$ cat config.mk
export PLATFORM = sky130hd
export DESIGN_NAME = odt_mask_driver
export DESIGN_NICKNAME = d
export VERILOG_FILES = /design/src/rtl/odt_mask_pkg.sv /design/src/rtl/odt_cfg_bank.sv /design/src/rtl/odt_pattern_sel.sv /design/src/rtl/odt_window_timer.sv /design/src/rtl/odt_mask_driver.sv
export SDC_FILE = /design/constraint.sdc
export NUM_CORES = 1
export LEC_CHECK = 0
export ABC_AREA = 1
export BUFFER_PORTS_ARGS = -buffer_cell sky130_fd_sc_hd__buf_2
export CORE_MARGIN = 2
export CORE_UTILIZATION = 45
export CTS_CLUSTER_SIZE = 12
export DETAILED_ROUTE_END_ITERATION = 16
export PLACE_DENSITY = 0.74
export SYNTH_ARGS = -nofsm -noshare
export SYNTH_HDL_FRONTEND = slang
export SYNTH_HIERARCHICAL = 1
export SYNTH_SLANG_ARGS = --single-unit
$ cat constraint.sdc
create_clock -name clk -period 1.9 [get_ports clk]
set_input_delay 0.095 -clock clk [delete_from_list [all_inputs] [get_ports clk]]
set_output_delay 0.095 -clock clk [all_outputs]
set_load 0.01 [all_outputs]
$ cat src/rtl/odt_mask_pkg.sv
`timescale 1ns/1ps
package odt_mask_pkg;

    localparam int NUM_RANKS  = 4;
    localparam int RANK_W     = $clog2(NUM_RANKS);
    localparam int WR_FIELD_W = 8;
    localparam int RD_FIELD_W = 4;
    localparam int CFG_DW     = 32;
    localparam int CFG_AW     = 2;
    localparam int TIM_W      = 4;
    localparam int WR_USED    = NUM_RANKS * WR_FIELD_W;
    localparam int RD_USED    = NUM_RANKS * RD_FIELD_W;

    typedef logic [NUM_RANKS-1:0] odt_vec_t;

    typedef enum logic [CFG_AW-1:0] {
        CFG_WMASK  = 2'd0,
        CFG_RMASK  = 2'd1,
        CFG_TIMING = 2'd2,
        CFG_SPARE  = 2'd3
    } cfg_addr_e;

    typedef struct packed {
        logic [TIM_W-1:0] hold;
        logic [TIM_W-1:0] lead;
    } timing_t;

    typedef struct packed {
        logic [CFG_DW-1:0] wmask;
        logic [CFG_DW-1:0] rmask;
        timing_t           tim;
    } odt_cfg_t;

    typedef enum logic [1:0] {
        PH_IDLE = 2'd0,
        PH_LEAD = 2'd1,
        PH_HOLD = 2'd2
    } phase_e;

    localparam timing_t TIMING_RST = '{hold: TIM_W'(1), lead: '0};
    localparam odt_cfg_t CFG_RST = '{wmask: '0, rmask: '0, tim: TIMING_RST};

    function automatic logic [TIM_W-1:0] hold_len(input logic [TIM_W-1:0] raw);
        return (raw == '0) ? TIM_W'(1) : raw;
    endfunction

endpackage

$ cat src/rtl/odt_cfg_bank.sv
`timescale 1ns/1ps
module odt_cfg_bank
    import odt_mask_pkg::*;
(
    input  logic              clk,
    input  logic              rst,
    input  logic              we,
    input  logic [CFG_AW-1:0] addr,
    input  logic [CFG_DW-1:0] wdata,
    input  logic              busy,
    output odt_cfg_t          cfg,
    output logic [2:0]        pend
);

    odt_cfg_t   live_q;
    odt_cfg_t   park_q;
    logic [2:0] park_vld_q;
    cfg_addr_e  sel;

    assign sel = cfg_addr_e'(addr);

    always_ff @(posedge clk) begin
        if (rst) begin
            live_q     <= CFG_RST;
            park_q     <= CFG_RST;
            park_vld_q <= '0;
        end else if (!busy) begin
            if (park_vld_q[0]) live_q.wmask <= park_q.wmask;
            if (park_vld_q[1]) live_q.rmask <= park_q.rmask;
            if (park_vld_q[2]) live_q.tim   <= park_q.tim;
            park_vld_q <= '0;
            if (we) begin
                case (sel)
                    CFG_WMASK:  live_q.wmask <= wdata;
                    CFG_RMASK:  live_q.rmask <= wdata;
                    CFG_TIMING: live_q.tim   <= timing_t'(wdata[2*TIM_W-1:0]);
                    default: ;
                endcase
            end
        end else if (we) begin
            case (sel)
                CFG_WMASK: begin
                    park_q.wmask  <= wdata;
                    park_vld_q[0] <= 1'b1;
                end
                CFG_RMASK: begin
                    park_q.rmask  <= wdata;
                    park_vld_q[1] <= 1'b1;
                end
                CFG_TIMING: begin
                    park_q.tim    <= timing_t'(wdata[2*TIM_W-1:0]);
                    park_vld_q[2] <= 1'b1;
                end
                default: ;
            endcase
        end
    end

    assign cfg  = live_q;
    assign pend = park_vld_q;

endmodule

$ cat src/rtl/odt_pattern_sel.sv
`timescale 1ns/1ps
module odt_pattern_sel
    import odt_mask_pkg::*;
(
    input  logic [CFG_DW-1:0] wmask,
    input  logic [CFG_DW-1:0] rmask,
    input  logic [RANK_W-1:0] rank,
    input  logic              is_read,
    output odt_vec_t          pat
);

    odt_vec_t             wr_cand [NUM_RANKS];
    odt_vec_t             rd_cand [NUM_RANKS];
    logic [NUM_RANKS-1:0] unused_wr_hi;
    logic                 unused_rd_hi;

    // One candidate per target rank; the read copy never terminates its own rank.
    for (genvar r = 0; r < NUM_RANKS; r++) begin : g_rank
        assign wr_cand[r] = wmask[r*WR_FIELD_W +: NUM_RANKS];
        assign rd_cand[r] = rmask[r*RD_FIELD_W +: NUM_RANKS] & ~(odt_vec_t'(1) << r);
        if (WR_FIELD_W > NUM_RANKS) begin : g_wr_spare
            assign unused_wr_hi[r] = ^wmask[r*WR_FIELD_W+NUM_RANKS +: WR_FIELD_W-NUM_RANKS];
        end else begin : g_wr_full
            assign unused_wr_hi[r] = 1'b0;
        end
    end

    if (RD_USED < CFG_DW) begin : g_rd_spare
        assign unused_rd_hi = ^rmask[CFG_DW-1:RD_USED];
    end else begin : g_rd_full
        assign unused_rd_hi = 1'b0;
    end

    assign pat = is_read ? rd_cand[rank] : wr_cand[rank];

endmodule

$ cat src/rtl/odt_window_timer.sv
`timescale 1ns/1ps
module odt_window_timer
    import odt_mask_pkg::*;
(
    input  logic              clk,
    input  logic              rst,
    input  logic              cmd_valid,
    input  logic [RANK_W-1:0] cmd_rank,
    input  logic              cmd_read,
    input  odt_vec_t          pat,
    input  timing_t           tim,
    output odt_vec_t          odt,
    output logic              busy,
    output logic [RANK_W-1:0] cur_rank,
    output logic              cur_read,
    output odt_vec_t          cur_pat
);

    phase_e            phase_q;
    logic [TIM_W-1:0]  cnt_q;
    logic [TIM_W-1:0]  hold_q;
    odt_vec_t          pat_q;
    odt_vec_t          odt_q;
    logic [RANK_W-1:0] rank_q;
    logic              read_q;
    logic [TIM_W-1:0]  new_hold;

    assign new_hold = hold_len(tim.hold);

    always_ff @(posedge clk) begin
        if (rst) begin
            phase_q <= PH_IDLE;
            cnt_q   <= '0;
            hold_q  <= TIM_W'(1);
            pat_q   <= '0;
            odt_q   <= '0;
            rank_q  <= '0;
            read_q  <= 1'b0;
        end else if (cmd_valid) begin
            pat_q  <= pat;
            rank_q <= cmd_rank;
            read_q <= cmd_read;
            hold_q <= new_hold;
            if (tim.lead == '0) begin
                phase_q <= PH_HOLD;
                cnt_q   <= new_hold - TIM_W'(1);
                odt_q   <= pat;
            end else begin
                phase_q <= PH_LEAD;
                cnt_q   <= tim.lead - TIM_W'(1);
                odt_q   <= '0;
            end
        end else begin
            case (phase_q)
                PH_LEAD: begin
                    if (cnt_q == '0) begin
                        phase_q <= PH_HOLD;
                        cnt_q   <= hold_q - TIM_W'(1);
                        odt_q   <= pat_q;
                    end else begin
                        cnt_q <= cnt_q - TIM_W'(1);
                    end
                end
                PH_HOLD: begin
                    if (cnt_q == '0) begin
                        phase_q <= PH_IDLE;
                        odt_q   <= '0;
                    end else begin
                        cnt_q <= cnt_q - TIM_W'(1);
                    end
                end
                default: odt_q <= '0;
            endcase
        end
    end

    assign odt      = odt_q;
    assign busy     = (phase_q != PH_IDLE);
    assign cur_rank = rank_q;
    assign cur_read = read_q;
    assign cur_pat  = pat_q;

endmodule

$ cat src/rtl/odt_mask_driver.sv
`timescale 1ns/1ps
module odt_mask_driver
    import odt_mask_pkg::*;
(
    input  logic                 clk,
    input  logic                 rst,
    input  logic                 cfg_we,
    input  logic [CFG_AW-1:0]    cfg_addr,
    input  logic [CFG_DW-1:0]    cfg_wdata,
    input  logic                 cmd_valid,
    input  logic [RANK_W-1:0]    cmd_rank,
    input  logic                 cmd_read,
    output logic [NUM_RANKS-1:0] odt
);

    odt_cfg_t          cfg_live;
    logic [2:0]        cfg_pend;
    logic              win_busy;
    logic [RANK_W-1:0] win_rank;
    logic              win_read;
    odt_vec_t          win_pat;
    odt_vec_t          sel_pat;
    odt_vec_t          odt_drv;

    odt_cfg_bank u_cfg (
        .clk   (clk),
        .rst   (rst),
        .we    (cfg_we),
        .addr  (cfg_addr),
        .wdata (cfg_wdata),
        .busy  (win_busy),
        .cfg   (cfg_live),
        .pend  (cfg_pend)
    );

    odt_pattern_sel u_sel (
        .wmask   (cfg_live.wmask),
        .rmask   (cfg_live.rmask),
        .rank    (cmd_rank),
        .is_read (cmd_read),
        .pat     (sel_pat)
    );

    odt_window_timer u_tmr (
        .clk       (clk),
        .rst       (rst),
        .cmd_valid (cmd_valid),
        .cmd_rank  (cmd_rank),
        .cmd_read  (cmd_read),
        .pat       (sel_pat),
        .tim       (cfg_live.tim),
        .odt       (odt_drv),
        .busy      (win_busy),
        .cur_rank  (win_rank),
        .cur_read  (win_read),
        .cur_pat   (win_pat)
    );

    assign odt = odt_drv;

endmodule

==> results.toml <==
[floorplan]
initial_core_util = 0.457
rows = 39
pin_count = 45
fp.dieW_um = 111
die-area_um2 = 12400
core_area_um2 = 11300
die_y_um = 111

[placement]
gp_congestion = 0.847
hpwl_um = 8290
io_buffers = 35

[detailed_routing]
routedWlPerCell_um = 12.8
drtPass1Iterations = 7
via_per_inst = 5.05
drt-initial-drc-count = 402
wl_um = 12000
vias = 4741
drc = 0
final_antenna_net_count = 0

[flow_run]
maxCapViolCount = 0

[clock_network]
ctsHtreeMaxLevel = 3
cts_buffers = 9
ctsRootBufferMaster = "clkbuf_16"
path_clk_slew_ps = 70
cts.sinks = 93
cts_max_path_buffers = 2
cts_tree = "yes"
clkLatencyLatePin_ps = 350
ctsResizeCount = 0

[sta]
skew_ps = 8.17
hold_violations = 0
tightest_slew_ps = 504
slew_headroom = 0.664
max_freq_mhz = 582
fin_setup_tns_ps = 0
period_needed_ps = 1720
finalCritPeriodShare = 0.904
rsz0062_at_grt = "no"
drv_slew = 0
fin_hold_ws_ps = 15.6
setup_violations = 0

[finish]
layout-drive-gt1-share = 0.136
n_antenna_cell = 0
final_cell_mix = "nand2_1 (204), nor2_1 (102), dfxtp_1 (93), nand3_1 (83), inv_1 (65)"
nets = 835
final_common_cell = "nand2_1"
area_growth_pct = 7.55

[setup_path]
cp_top_family = "simple AND/OR/NAND/NOR gates"
path_class = "reg2reg"
cp_num_buf_inv = 3
critPathSlowestCell = "dfxtp_1"
max_stage_delay_ps = 400
startpoint = "u_tmr/phase_q[0]"
r2r-start = "u_tmr/phase_q[0]"
cp_max_fo = 32
cp_cell_sequence = "inv_2, nand2_1, inv_2, buf_12, nor2_4, nor2_1, nor2_1"
worstPathArrival_ps = 2000
r2r_setup_slack_ps = 180
cp_data_required_time_ps = 2180
crit_path_end_kind = "register"
critPathLaunchType = "register"

[global_routing]
antenna_found_initial = 0
grt_max_degree = 34
groute.usage.overall = 0.201
grt_pass1_vias = 4286
grt_overflow = 0
grt_pass1_wl_um = 20500

[synthesis]
ys_warn_count = 6
synthesis.nets = 858
syn_area_um2 = 5170
netlist_instances = 814
avgSynthCellArea_um2 = 6.35

[power_and_ir_drop]
power_leakage_nw = 2.46
power_density_nw_per_um2 = 889
peakVddDrop_mv = 0.476

[run_status]
status = "finished clean"

[min_path]
hold_class = "in2reg"
worstHoldStart = "cfg_wdata[19]"
repair_timing:
item / in CTS / in global routing
hold buffers: 3 / 0
setup buffers: 0 / 0
hold endpoints to repair: 3 / 0
metal layers:
layer | GRT usage | vias up | share of wire
li1 | - | 2523 | -
met1 | 0.275 | 2097 | 0.48
met2 | 0.320 | 110 | 0.46
met3 | 0.0372 | 11 | 0.051
met4 | 0.0691 | 0 | 0.014
met5 | 0 | - | 0
worst min-delay path, stage by stage:
cell and delay (ps):
buf_2 90, o21ai_0 70, nor2_1 70
metrics by stage:
stage          area (um^2)   util  power, mW  worst slack [ps]  std cells
6_report              5560  0.491       4.94               183        939
3_5_place_dp          5230  0.462       3.14               219        920
2_1_floorplan         5170      -       2.94               536        814
5_1_grt               5560  0.491       5.20              33.1        939
4_1_cts               5560  0.491       4.97               196        939
3_3_place_gp          5230  0.462       3.13               251        920
cell type report:
type,count,area [um^2]
clock buffers,10,239
clock inverters,6,61.3
fillers,1231,5760
inverters,74,282
multi-input cells,556,2560
flip-flops and latches,93,1860
well taps,143,179
repair buffers,57,373
power by group:
group / leakage (nW) / internal [mW] / switching (mW)
Sequential: 0.757 / 2.07 / 0.0732
Combinational: 1.55 / 0.334 / 0.635
Clock: 0.149 / 1.05 / 0.778
Total: 2.46 / 3.45 / 1.49
final timing paths:
kind	to	depth (start not counted)
hold reg to reg	u_tmr/cur_pat[1]	2
hold / removal	u_cfg/park_q[59]	3
setup reg to reg	u_cfg/park_q[41]	7
setup / recovery	u_cfg/park_q[41]	7
flip-flops by register name, indices dropped and copies added (netlist names):
name and cells:
u_cfg/cfg 36, u_tmr/odt 4, u_cfg/park_q 36, u_tmr/phase_q 2, u_cfg/pend 3, u_tmr/cur_pat 4
u_tmr/hold_q 4, u_tmr/cnt_q 4
Power figures use the tool's default switching activity.
